## src/rtl/lsa_pkg.sv

```systemverilog
package lsa_pkg;

    localparam int DATA_W  = 32;
    localparam int LANES   = DATA_W / 8;
    localparam int OP_W    = 6;
    localparam int CAUSE_W = 4;

    localparam logic [OP_W-1:0] OP_LOAD_SB  = 6'd0;
    localparam logic [OP_W-1:0] OP_LOAD_SH  = 6'd1;
    localparam logic [OP_W-1:0] OP_LOAD_W   = 6'd2;
    localparam logic [OP_W-1:0] OP_LOAD_UB  = 6'd4;
    localparam logic [OP_W-1:0] OP_LOAD_UH  = 6'd5;
    localparam logic [OP_W-1:0] OP_STORE_B  = 6'd32;
    localparam logic [OP_W-1:0] OP_STORE_H  = 6'd33;
    localparam logic [OP_W-1:0] OP_STORE_W  = 6'd34;

    localparam logic [CAUSE_W-1:0] CAUSE_MISALIGN = 4'd2;

    typedef enum logic [1:0] {
        SZ_BYTE = 2'd0,
        SZ_HALF = 2'd1,
        SZ_WORD = 2'd2
    } acc_size_e;

    typedef struct packed {
        logic      known;
        logic      is_store;
        logic      sign_ext;
        acc_size_e size;
    } acc_ctl_t;

    function automatic acc_ctl_t decode_op(input logic [OP_W-1:0] op);
        acc_ctl_t c;
        c = '{known: 1'b1, is_store: 1'b0, sign_ext: 1'b0, size: SZ_WORD};
        case (op)
            OP_LOAD_SB: begin c.size = SZ_BYTE; c.sign_ext = 1'b1; end
            OP_LOAD_SH: begin c.size = SZ_HALF; c.sign_ext = 1'b1; end
            OP_LOAD_W:  c.size = SZ_WORD;
            OP_LOAD_UB: c.size = SZ_BYTE;
            OP_LOAD_UH: c.size = SZ_HALF;
            OP_STORE_B: begin c.size = SZ_BYTE; c.is_store = 1'b1; end
            OP_STORE_H: begin c.size = SZ_HALF; c.is_store = 1'b1; end
            OP_STORE_W: begin c.size = SZ_WORD; c.is_store = 1'b1; end
            default:    c.known = 1'b0;
        endcase
        return c;
    endfunction

    function automatic logic misaligned(input acc_size_e sz, input logic [1:0] lo);
        case (sz)
            SZ_HALF: return lo[0];
            SZ_WORD: return |lo;
            default: return 1'b0;
        endcase
    endfunction

endpackage

```

## src/rtl/lsa_agu.sv

```systemverilog
module lsa_agu #(
    parameter int ADDR_W = 32,
    parameter int OFF_W  = 16
) (
    input  logic [ADDR_W-1:0] base,
    input  logic [OFF_W-1:0]  offset,
    output logic [ADDR_W-1:0] ea
);
    localparam int EXT_W = ADDR_W - OFF_W;

    logic [ADDR_W-1:0] off_ext;

    generate
        if (EXT_W > 0) begin : g_ext
            assign off_ext = {{EXT_W{offset[OFF_W-1]}}, offset};
        end else begin : g_trunc
            assign off_ext = offset[ADDR_W-1:0];
        end
    endgenerate

    assign ea = base + off_ext;
endmodule

```

## src/rtl/lsa_store_fmt.sv

```systemverilog
module lsa_store_fmt
    import lsa_pkg::*;
(
    input  logic                 clk,
    input  logic                 rst,
    input  logic                 active,
    input  acc_size_e            size,
    input  logic [1:0]           lo,
    input  logic [DATA_W-1:0]    src,
    output logic [LANES-1:0]     be,
    output logic [DATA_W-1:0]    wdata
);
    generate
        for (genvar g = 0; g < LANES; g++) begin : g_lane
            localparam logic [1:0] LANE = g[1:0];
            always_comb begin
                case (size)
                    SZ_BYTE: be[g] = (lo == LANE);
                    SZ_HALF: be[g] = (lo[1] == LANE[1]);
                    default: be[g] = 1'b1;
                endcase
            end
        end
    endgenerate

    always_comb begin
        case (size)
            SZ_BYTE: wdata = {LANES{src[7:0]}};
            SZ_HALF: wdata = {(LANES/2){src[15:0]}};
            default: wdata = src;
        endcase
    end

    assert_byte_one_lane_R6: assert property (@(posedge clk) disable iff (rst)
        (active && size == SZ_BYTE) |-> ($countones(be) == 1));

    assert_half_pair_R7: assert property (@(posedge clk) disable iff (rst)
        (active && size == SZ_HALF) |-> (be == 4'b0011 || be == 4'b1100));
endmodule

```

## src/rtl/lsa_load_fmt.sv

```systemverilog
module lsa_load_fmt
    import lsa_pkg::*;
#(
    parameter int TAG_W = 6
) (
    input  logic                 clk,
    input  logic                 rst,
    input  logic                 capture,
    input  acc_size_e            size,
    input  logic                 sign_ext,
    input  logic [1:0]           lo,
    input  logic [TAG_W-1:0]     dest,
    input  logic [DATA_W-1:0]    rdata,
    output logic                 wb_valid,
    output logic [TAG_W-1:0]     wb_dest,
    output logic [DATA_W-1:0]    wb_data
);
    typedef struct packed {
        acc_size_e  size;
        logic       sign_ext;
        logic [1:0] lo;
    } held_t;

    held_t             held;
    logic [DATA_W-1:0] shifted;

    always_ff @(posedge clk) begin
        if (rst) begin
            wb_valid <= 1'b0;
            wb_dest  <= '0;
            held     <= '{size: SZ_WORD, sign_ext: 1'b0, lo: 2'b00};
        end else begin
            wb_valid <= capture;
            if (capture) begin
                wb_dest  <= dest;
                held     <= '{size: size, sign_ext: sign_ext, lo: lo};
            end
        end
    end

    assign shifted = rdata >> {held.lo, 3'b000};

    always_comb begin
        case (held.size)
            SZ_BYTE: wb_data = {{(DATA_W-8){held.sign_ext & shifted[7]}}, shifted[7:0]};
            SZ_HALF: wb_data = {{(DATA_W-16){held.sign_ext & shifted[15]}}, shifted[15:0]};
            default: wb_data = rdata;
        endcase
    end

    assert_zero_ext_byte_R2: assert property (@(posedge clk) disable iff (rst)
        (wb_valid && held.size == SZ_BYTE && !held.sign_ext) |-> (wb_data[DATA_W-1:8] == '0));

    assert_zero_ext_half_R3: assert property (@(posedge clk) disable iff (rst)
        (wb_valid && held.size == SZ_HALF && !held.sign_ext) |-> (wb_data[DATA_W-1:16] == '0));
endmodule

```

## src/rtl/lsa_top.sv

```systemverilog
module lsa_top
    import lsa_pkg::*;
#(
    parameter int ADDR_W = 32,
    parameter int OFF_W  = 16,
    parameter int TAG_W  = 6
) (
    input  logic                 clk,
    input  logic                 rst,
    input  logic                 req_valid,
    input  logic [OP_W-1:0]      req_op,
    input  logic [ADDR_W-1:0]    req_base,
    input  logic [OFF_W-1:0]     req_offset,
    input  logic [DATA_W-1:0]    req_src,
    input  logic [TAG_W-1:0]     req_dest,
    output logic                 mem_req,
    output logic                 mem_we,
    output logic [ADDR_W-1:0]    mem_addr,
    output logic [LANES-1:0]     mem_be,
    output logic [DATA_W-1:0]    mem_wdata,
    input  logic [DATA_W-1:0]    mem_rdata,
    output logic                 trap_valid,
    output logic [CAUSE_W-1:0]   trap_cause,
    output logic                 wb_valid,
    output logic [TAG_W-1:0]     wb_dest,
    output logic [DATA_W-1:0]    wb_data
);
    acc_ctl_t          ctl;
    logic [ADDR_W-1:0] ea;
    logic              live;
    logic              bad_align;
    logic              go;
    logic              load_go;
    logic              store_go;

    lsa_agu #(.ADDR_W(ADDR_W), .OFF_W(OFF_W)) u_agu (
        .base   (req_base),
        .offset (req_offset),
        .ea     (ea)
    );

    assign ctl       = decode_op(req_op);
    assign live      = req_valid && ctl.known;
    assign bad_align = misaligned(ctl.size, ea[1:0]);
    assign go        = live && !bad_align;
    assign load_go   = go && !ctl.is_store;
    assign store_go  = go && ctl.is_store;

    assign trap_valid = live && bad_align;
    assign trap_cause = trap_valid ? CAUSE_MISALIGN : '0;

    assign mem_req  = go;
    assign mem_we   = store_go;
    assign mem_addr = {ea[ADDR_W-1:2], 2'b00};

    lsa_store_fmt u_store (
        .clk    (clk),
        .rst    (rst),
        .active (store_go),
        .size   (ctl.size),
        .lo     (ea[1:0]),
        .src    (req_src),
        .be     (mem_be),
        .wdata  (mem_wdata)
    );

    lsa_load_fmt #(.TAG_W(TAG_W)) u_load (
        .clk      (clk),
        .rst      (rst),
        .capture  (load_go),
        .size     (ctl.size),
        .sign_ext (ctl.sign_ext),
        .lo       (ea[1:0]),
        .dest     (req_dest),
        .rdata    (mem_rdata),
        .wb_valid (wb_valid),
        .wb_dest  (wb_dest),
        .wb_data  (wb_data)
    );

    assert_trap_no_mem_R10: assert property (@(posedge clk) disable iff (rst)
        trap_valid |-> !mem_req);

    assert_trap_no_wb_R10: assert property (@(posedge clk) disable iff (rst)
        trap_valid |=> !wb_valid);

    assert_read_then_wb_R5: assert property (@(posedge clk) disable iff (rst)
        (mem_req && !mem_we) |=> wb_valid);

    assert_trap_cause_R9: assert property (@(posedge clk) disable iff (rst)
        trap_valid |-> (trap_cause == CAUSE_MISALIGN));

    assert_reset_quiet_R12: assert property (@(posedge clk)
        rst |=> !wb_valid);
endmodule

```

## config.mk

```make
export PLATFORM = sky130hd
export DESIGN_NAME = lsa_top
export DESIGN_NICKNAME = d
export VERILOG_FILES = /design/src/rtl/lsa_pkg.sv /design/src/rtl/lsa_agu.sv /design/src/rtl/lsa_store_fmt.sv /design/src/rtl/lsa_load_fmt.sv /design/src/rtl/lsa_top.sv
export SDC_FILE = /design/constraint.sdc
export NUM_CORES = 1
export LEC_CHECK = 0
export BUFFER_PORTS_ARGS = -buffer_cell sky130_fd_sc_hd__buf_2
export CAP_MARGIN = 5
export CELL_PAD_IN_SITES_DETAIL_PLACEMENT = 0
export CELL_PAD_IN_SITES_GLOBAL_PLACEMENT = 2
export CORE_MARGIN = 2
export CORE_UTILIZATION = 22
export DETAILED_ROUTE_END_ITERATION = 10
export PLACE_DENSITY_LB_ADDON = 0.1
export SYNTH_ARGS = -nofsm -noshare
export SYNTH_HDL_FRONTEND = slang
export SYNTH_HIERARCHICAL = 1
export SYNTH_SLANG_ARGS = --single-unit
export TNS_END_PERCENT = 20
```

## constraint.sdc

```tcl
create_clock -name clk -period 3.14 [get_ports clk]
set_input_delay 0.314 -clock clk [delete_from_list [all_inputs] [get_ports clk]]
set_output_delay 0.314 -clock clk [all_outputs]
set_load 0.005 [all_outputs]
```

# == Word level (Yosys, flattened, before mapping) ==
# Index checks and enable logic that the tools add are counted.
# totals
ff_bits,12
input_bits,127
output_inout_bits,114
wordCells,52
# classes
add_sub_neg,1
eq_ne,13
n_shift,1
muxes,12
n_bitwise,3
reduce_logical,17
# op_table
op,n
$pmux W32 S2,2
$add A32 B32 Y32,1
$shr A32 B5 Y16,1
$eq A6 B6 Y1 const B,3
$eq A6 B3 Y1 const B,2
$pmux W1 S2,5
$reduce_or A3 Y1,3
$reduce_or A8 Y1,1
$eq A2 B1 Y1 const B,3
$eq A2 B2 Y1 const B,3
$eq A6 B1 Y1 const B,1
$eq A6 B2 Y1 const B,1
$logic_not A2 Y1,3
$logic_not A6 Y1,1
$logic_and A1 B1 Y1,5
$pmux W2 S2,1
$reduce_or A2 Y1,2
$mux W1,3
$and A1 B1 Y1,2
$logic_not A1 Y1,2
$mux W2,1
$not A1 Y1,1

# == Depth between registers and ports, before layout ==
# Gate-level depths: netlist of run 1.
# logic_depth
word_depth,8
depth_mapped,9
ltp_nobuf,9

# == Modules after synthesis ==
# Netlist of run 1, hierarchy kept.
# by_module_without_submodules
mod,n_inst,cells_each,area_each_um2,seq_area_each_um2
lsa_agu,1,241,1744.2,0.0
lsa_load_fmt,1,169,1255.0,240.2
lsa_store_fmt,1,60,531.8,0.0
lsa_top,1,25,157.7,0.0

# == Worst setup path before layout of run 1 ==
# No wires, ideal clock.
# synth_timing
path_kind,input-to-output
startpoint,input port req_offset[0]
endpoint,output port mem_addr[26]
arrival_ps,2175
t_required_ps,2826
slack_ps,651
path_stages,9
path_buffers,0
path_cell_list,ha_1 > fa_1 > a21o_1 > a31o_2 > nand3_1 > o221ai_1 > a311oi_1 > o21bai_1 > xor2_1
# synth_via
elab_chain_cells,1
# synth_rtl
element,line_no,rtl
start: declaration,lsa_top.sv:13,"input logic [OFF_W-1:0] req_offset,"
$add A32 B32 Y32,lsa_agu.sv:21,assign ea = base + off_ext;
end: declaration,lsa_top.sv:18,"output logic [ADDR_W-1:0] mem_addr,"
# No other way between the ends.

# == Final worst setup path of run 1 ==
# Ends and elaborated chain as after synthesis.

==> summary.md, run 1 <==
| Metric | Value |
|---|---|
| Outcome | finished clean |
| # nets final | 870 |
| Post-route cell area | 0.00511 mm² |
| # diodes | 0 |
| Layout cells sized above 1 | 44.1% |
| Area of the multi-input gates | 0.00314 mm² |
| Clk slew on worst S/H paths | roughly 0.040 ns |
| Sequential area share after synthesis | ~6.5% |
| Comb pwr share | 66.3% |
| Io pins | 241 |
| Post-synth cell types | 67 |
| Slew HR | 52.9% |
| Routed wire length per instance | 15.3 µm |
| Num CTS Buffers | 3 |
| Clock power frac | 20.9% |
| DR pass1 iterations | 4 |
| Worst hold stages | 3 |
| Tcrit/Tclk final | 93.3% |
| Clk_lat worst skew | 0.24 ns |
| Async S/R FF share, synth | 0% |
| P_leak | about 2.5 nW |
| Hold_buf cts | 0 |
| Synthesized flop and latch total | 12 |
| Sw Pwr | 0.000488 W |
| Worst hold path class | in2reg |
| Initial antenna violation count | 1 |
| Via count | 4,459 |
| Area growth from synthesis to layout | 38.6% |
| Reg area | 240 µm² |
| Worst clock skew | 0 ns |
| Die Span Y | about 130 µm |
| Core area | between 0.015 and 0.02 mm² |
| Critical Path Start Type | input pin |
| Net Sw Frac | between 40% and 50% |
| Synth Cell Area | 0.00369 mm² |
| DRC Markers | 0 |
| CTS Root Cell | clkbuf_16 |
| Iter 0 DRT Violations | 139 |
| Synth Flop Type | dfxtp_1 |
| Post-synth EDFFs | 0 |
| Power per cell area | about 240 mW/mm² |
| Tot GR Track Use | between 10% and 20% |
| GPL Wtd Cong | 0.827 |
| Crit. End Element | output port |
| Hold Fails Final Rpt | 0 |
| FP Rows | 47 |
| Vias in the first global route | 4,270 |
| Die area | 0.0178 mm² |
| Fill cells | roughly 1,800 |
| Setup bufs post-CTS | 0 |
| Placed cell areas | 0.00501 mm² |
| Max Clk Rate | 341 MHz |
| Resized cells post-CTS | 0 |
| RSZ-0062 raised after global routing | no |
| Die Wd | approximately 130 µm |
| Post-route minimum period | ~3 ns |
| CP Max Fanout | 4 |
| Critical path required time | 2.83 ns |
| Syn avg cell area | 7.45 µm² |
| Power Internal | around 0.00073 W |
| Reg2Reg Depth | 3 |
| CTS Sinks | 12 |
| Maximum vdd ir drop | around 0.16 mV |
| # port buffers | approximately 240 |
| Part of the power in registers | roughly 13% |
| Final setup fails | 0 |
| DP Wirelength | 12,100 µm |
| WL final | 14,200 µm |
| CP Class | in2out |
| Worst Max-Slew Pin Slew | 0.706 ns |
| Max-Cap Viols | 0 |
| H-tree levels | 1 |
| Max-slew violation count | 0 |
| ANT nets after route | 0 |
| Initial core utilization | 22.4% |
| Total gr overflow | 0 |
| CTS tree | built |
| Max clock buf depth | 2 |
| WP data arrival | 2.61 ns |
| Setup TNS | 0 ns |
| First-pass GRT wire length | 22,400 µm |
| Synthesis Warnings | 6 |
| Post-Synthesis Cells | 495 |
| Largest net degree at the start of global routing | 34 |
| Vias per std cell | between 4 and 5 |
[metrics by stage]
stage | setup slack (ns) | power [W] | hold slack (ns) | std cells | util [%]
final | 0.211 | 0.00122 | 0.314 | 930 | 31.0
after global routing | 0.0204 | 0.00133 | 0.318 | 930 | 31.0
after floorplan | 0.651 | 0.000630 | 0.386 | 499 | -
after detailed placement | 0.138 | 0.000967 | 0.482 | 926 | 30.4
after global placement | 0.186 | 0.000968 | 0.468 | 926 | 30.4
after CTS | 0.139 | 0.00123 | 0.312 | 930 | 31.0
[synthesized netlist by cell type (all sizes together), types with 12 or more instances]
cell type	n	area [µm²]
mux2	25	282
nand3	12	60.1
dfxtp	12	240
buf	26	198
ha	31	388
nor2	27	109
a21o	21	158
o21ai	47	269
clkbuf	19	71.3
nor2b	14	87.6
xnor2	13	114
nand2	50	188
a21oi	38	190
mux2i	27	270
xor2	15	131
inv	17	63.8
[cells in the final DEF (no fill, tap or decap), types with 15 or more instances in the layout]
master   instances
a21o_1          21
a21oi_1         38
buf_2          234
buf_4           17
ha_1            31
inv_1           17
mux2_2          25
mux2i_1         27
nand2_1         50
nor2_1          26
o21ai_0         33
xor2_1          15
[worst paths after layout]
path	slack, ns	endpoint	startpoint
worst max-delay path	0.21	mem_addr[26]	req_offset[0]
worst min-delay path	0.31	u_load/wb_dest[0]$_SDFFE_PP0P_	req_dest[0]
worst min register to register	0.49	u_load/wb_dest[0]$_SDFFE_PP0P_	u_load/wb_dest[0]$_SDFFE_PP0P_
worst max register to register	2.17	u_load/held[0]$_SDFFE_PP0P_	u_load/held[0]$_SDFFE_PP0P_
[worst max-delay path, stage by stage]
cell	delay [ns]
buf_2	0.10
ha_1	0.24
fa_1	0.41
a21o_1	0.23
a31o_2	0.28
nand3_1	0.09
o221ai_1	0.19
a311oi_1	0.34
o21bai_1	0.11
xor2_1	0.17
buf_2	0.14
[layout make-up]
| class | instances | area share (%) |
|---|---|---|
| well taps | 220 | 5.39 |
| repair buffers | 252 | 25.6 |
| inverters | 17 | 1.25 |
| flip-flops and latches | 12 | 4.70 |
| multi-input cells | 425 | 61.4 |
| clock buffers | 4 | 1.74 |
[layer usage]
metal / track usage, % / part of all wire, % / up-vias / routed length [µm]
li1: - / - / 2251 / -
met5: 0 / 0 / - / 0
met4: 2.30 / 0.90 / 0 / 127
met2: 26.6 / 49 / 152 / 6930
met3: 1.64 / 5.1 / 14 / 718
met1: 19.8 / 45 / 2042 / 6410
[sequential cells by signal, indices dropped and copies added (netlist names)]
name / flops
u_load/wb_dest: 6
u_load/wb_valid: 1
u_load/held: 5
[logic make-up after synthesis]
group / after synthesis / synth area share, %
and+or+nand+nor: 137 / 18.2
AOI/OAI and AO/OA: 170 / 32.9
buffers and inverters: 62 / 9.02
other: 1 / 0.102
adders and majority gates: 32 / 11.1
DFF: 12 / 6.51
xor gates and xnor gates: 28 / 6.65
muxes: 53 / 15.6
[power by group through the flow]
stage                     Clock, W  Combinational, W  Sequential (W)
after floorplan                  0          0.000473        0.000158
after global placement           0          0.000809        0.000158
after detailed placement         0          0.000809        0.000158
after CTS                 0.000263          0.000814        0.000156
after global routing      0.000273          0.000899        0.000156
final                     0.000255          0.000808        0.000156
Power figures use the tool's default switching activity.
==> run 2: changes to the inputs <==
Settings changed: CORE_UTILIZATION 22 to 20, SLEW_MARGIN set to 10.
Clock period 3.14 ns to 2.5 ns, I/O delays scaled along.
==> run 2 against run 1 <==
  * Sequential share of layout area down 0.79 points
  * Power up 48%
  * Final cell count up 9.6%
  * Clock skew unchanged
  * The flow now finishes with violations (setup timing)
  * Global-route usage fell by 0.33 points
  * Clock power is 27% higher
  * Cell area increased by 20%
  * Routed wire length is 7.5% higher
  * Via count grew 6.8%
  * Register-to-register slack got worse by 0.67 ns
  * Non-clock buffer count up 80
  * Clock-buffer cell count unchanged
==> summary.md, run 2 (synthesized netlist as in run 1, its figures left out) <==
| Metric | Value |
|---|---|
| R2r endpoint | u_load/held[4]$_SDFFE_PP1P_ |
| Worst setup margin | -0.0541 ns (-0.265 ns) |
| GPL Wtd Cong | 0.836 (+1.1%) |
| Worst clock skew | 0 ns (unchanged) |
| CTS Root Cell | clkbuf_16 |
| Delay-heaviest family, CP | compound AO/OA/AOI/OAI gates |
| Max-slew violation count | 0 (unchanged) |
| Slowest Stage Delay on Critical Path | 0.36 ns (-0.05 ns) |
| Commonest non-fill, non-tap cell in the layout | buf_2 |
| Slew HR | 61.5% (+8.6 points) |
| Layout cells sized above 1 | 55.2% (+11 points) |
| Vias in the first global route | 4,748 (+11%) |
| CP Max Fanout | 9 (+5) |
| # port buffers | 235 (unchanged) |
| Critical Path Start Type | input pin |
| Worst hold path class | in2reg |
| First-pass GRT wire length | 24,200 µm (+8.0%) |
| ANT nets after route | 0 (unchanged) |
| Die area | 0.0195 mm² (+9.7%) |
| Hold_sp | req_dest[0] |
| Largest register FFs | 6 (unchanged) |
| Power per cell area | 293 mW/mm² (+23%) |
| Worst hold stages | 3 (unchanged) |
| Total gr overflow | 0 (unchanged) |
| Clk_lat worst skew | 0.24 ns (about the same) |
| Initial core utilization | 20.5% (-1.9 points) |
| Hold EP | u_load/wb_dest[0]$_SDFFE_PP0P_ |
| Tcrit/Tclk final | 102% |
| Slowest CP cell | or3_1 |
| Routed wire length per instance | 15.0 µm (-1.9%) |
| Hold_buf cts | 0 (unchanged) |
| Max clock buf depth | 2 (unchanged) |
| Worst R2R Setup Slack | 1.50 ns (-0.67 ns) |
| Area growth from synthesis to layout | 66.5% |
| FP Rows | 49 (+4.3%) |
| Tot GR Track Use | 14.6% (-0.33 points) |
| CP Class | in2out |
| RSZ-0062 raised after global routing | yes |
| # diodes | 0 (unchanged) |
| Via count | 4,762 (+6.8%) |
| Largest net degree at the start of global routing | 33 (-2.9%) |
| DR pass1 iterations | 4 (unchanged) |
| Num CTS Buffers | 3 (unchanged) |
| CP Launch Point | req_offset[15] |
| # nets final | 950 (+9.2%) |
| Outcome | finished, violations left |
| Worst Max-Slew Pin Slew | 0.577 ns (-0.130 ns) |
| CP most frequent cell | buf_4 |
| Hold Fails Final Rpt | 0 (unchanged) |
| CTS Sinks | 12 (unchanged) |
| Biggest regs | u_load/wb_dest x6, u_load/held x5, u_load/wb_valid x1 |
| Failing checks | setup timing |
| Die Wd | 140 µm (+4.7%) |
| Reg2Reg Depth | 2 (-1) |
| Top reg by flops | u_load/wb_dest |
| Post-route minimum period | 2.55 ns |
| WL final | 15,300 µm (+7.5%) |
| H-tree levels | 1 (unchanged) |
| Clk slew on worst S/H paths | 0.04 ns (about the same) |
| Max Clk Rate | 392 MHz |
| WP buf/inv | 5 (+3) |
| Critical path required time | 2.25 ns (-0.58 ns) |
| Iter 0 DRT Violations | 167 (+20%) |
| CP cell instances | buf_8 > buf_4 > ha_1 > inv_1 > o21bai_1 > a21oi_2 > nor2_1 > a2111oi_2 > buf_4 > o21ai_0 > or3_1 > buf_2 |
| DRC Markers | 0 (unchanged) |
| Io pins | 241 (unchanged) |
| Crit. End Element | output port |
| Die Span Y | 140 µm (+4.7%) |
| P_leak | 2.96 nW (+18%) |
| Maximum vdd ir drop | 0.229 mV (+46%) |
| R2r startpoint | u_load/held[4]$_SDFFE_PP1P_ |
| Max-Cap Viols | 0 (unchanged) |
| Most frequent cells in the layout | buf_2 (222), buf_4 (94), nand2_1 (48) |
| Initial antenna violation count | 2 (+1) |
| DP Wirelength | 12,900 µm (+6.6%) |
| Vias per std cell | 4.67 (-2.5%) |
| Power, Total | 0.00180 W (+48%) |
| CTS tree | built |
| WP data arrival | 2.30 ns (-0.31 ns) |
| Final setup fails | 4 (+4) |
| Pre-CTS setup slack | -0.359 ns (-0.497 ns) |
| Core area | 0.0180 mm² (+9.5%) |
-- run 2: cell count changes in the layout (fill, tap and decap cells not counted), sizes merged --
cell / change
buf: +81
clkbuf: -1
-- run 2: through the flow --
stage | cell area (µm²) | cells | setup TNS (ns) | hold WS, ns | utilization [%]
after floorplan | 3700 | 499 | 0 | 0.322 | -
after global placement | 5580 | 1009 | -2.63 | 0.467 | 31.0
after detailed placement | 5580 | 1009 | -2.80 | 0.482 | 31.0
after CTS | 5880 | 1013 | -0.445 | 0.248 | 32.6
after global routing | 6140 | 1019 | -0.833 | 0.273 | 34.1
final | 6140 | 1019 | -0.159 | 0.248 | 34.1
-- run 2: cell type report --
cell class                      count  area (µm²)
Tap cell                          229         287
Fill cell                        1978       11900
Timing Repair Buffer              332        2000
Sequential cell                    12         240
Inverter                           17        63.8
Multi-Input combinational cell    425        3460
Clock buffer                        4        88.8
-- run 2: tightest hold or removal path, stage by stage --
cell and delay [ns]:
buf_2 0.07, mux2i_1 0.05, nor2_1 0.07
-- run 2: worst max path at each step --
stage                                   to  slack [ns]  depth (start not counted)
2_1_floorplan  u_load/held[0]$_SDFFE_PP0P_        0.13                          7
3_3_place_gp                  mem_addr[26]       -0.34                         12
3_5_place_dp                  mem_addr[26]       -0.36                         12
4_1_cts                       mem_addr[26]       -0.10                         11
5_1_grt                       mem_addr[31]       -0.15                         11
6_report                      mem_addr[31]       -0.05                         12
-- run 2: timing repair --
action                     4_1_cts  5_1_grt
buffers inserted                 0        6
setup endpoints to repair       19       14
resized for setup               39       39
pin swaps                       15       16
-- run 2: metal layers --
metal,up-vias,routed length [µm],track usage [%],share of wire (%)
li1,2407,-,-,-
met1,2203,6810,19.3,45
met2,127,7580,26.1,50
met3,21,618,1.34,4.1
met4,4,209,2.63,1.4
met5,-,27,0,0.18
-- run 2: where the power goes --
part	internal [W]	switching, W
registers	0.000194	0.00000202
clock network	0.000241	0.0000834
logic	0.000669	0.000609
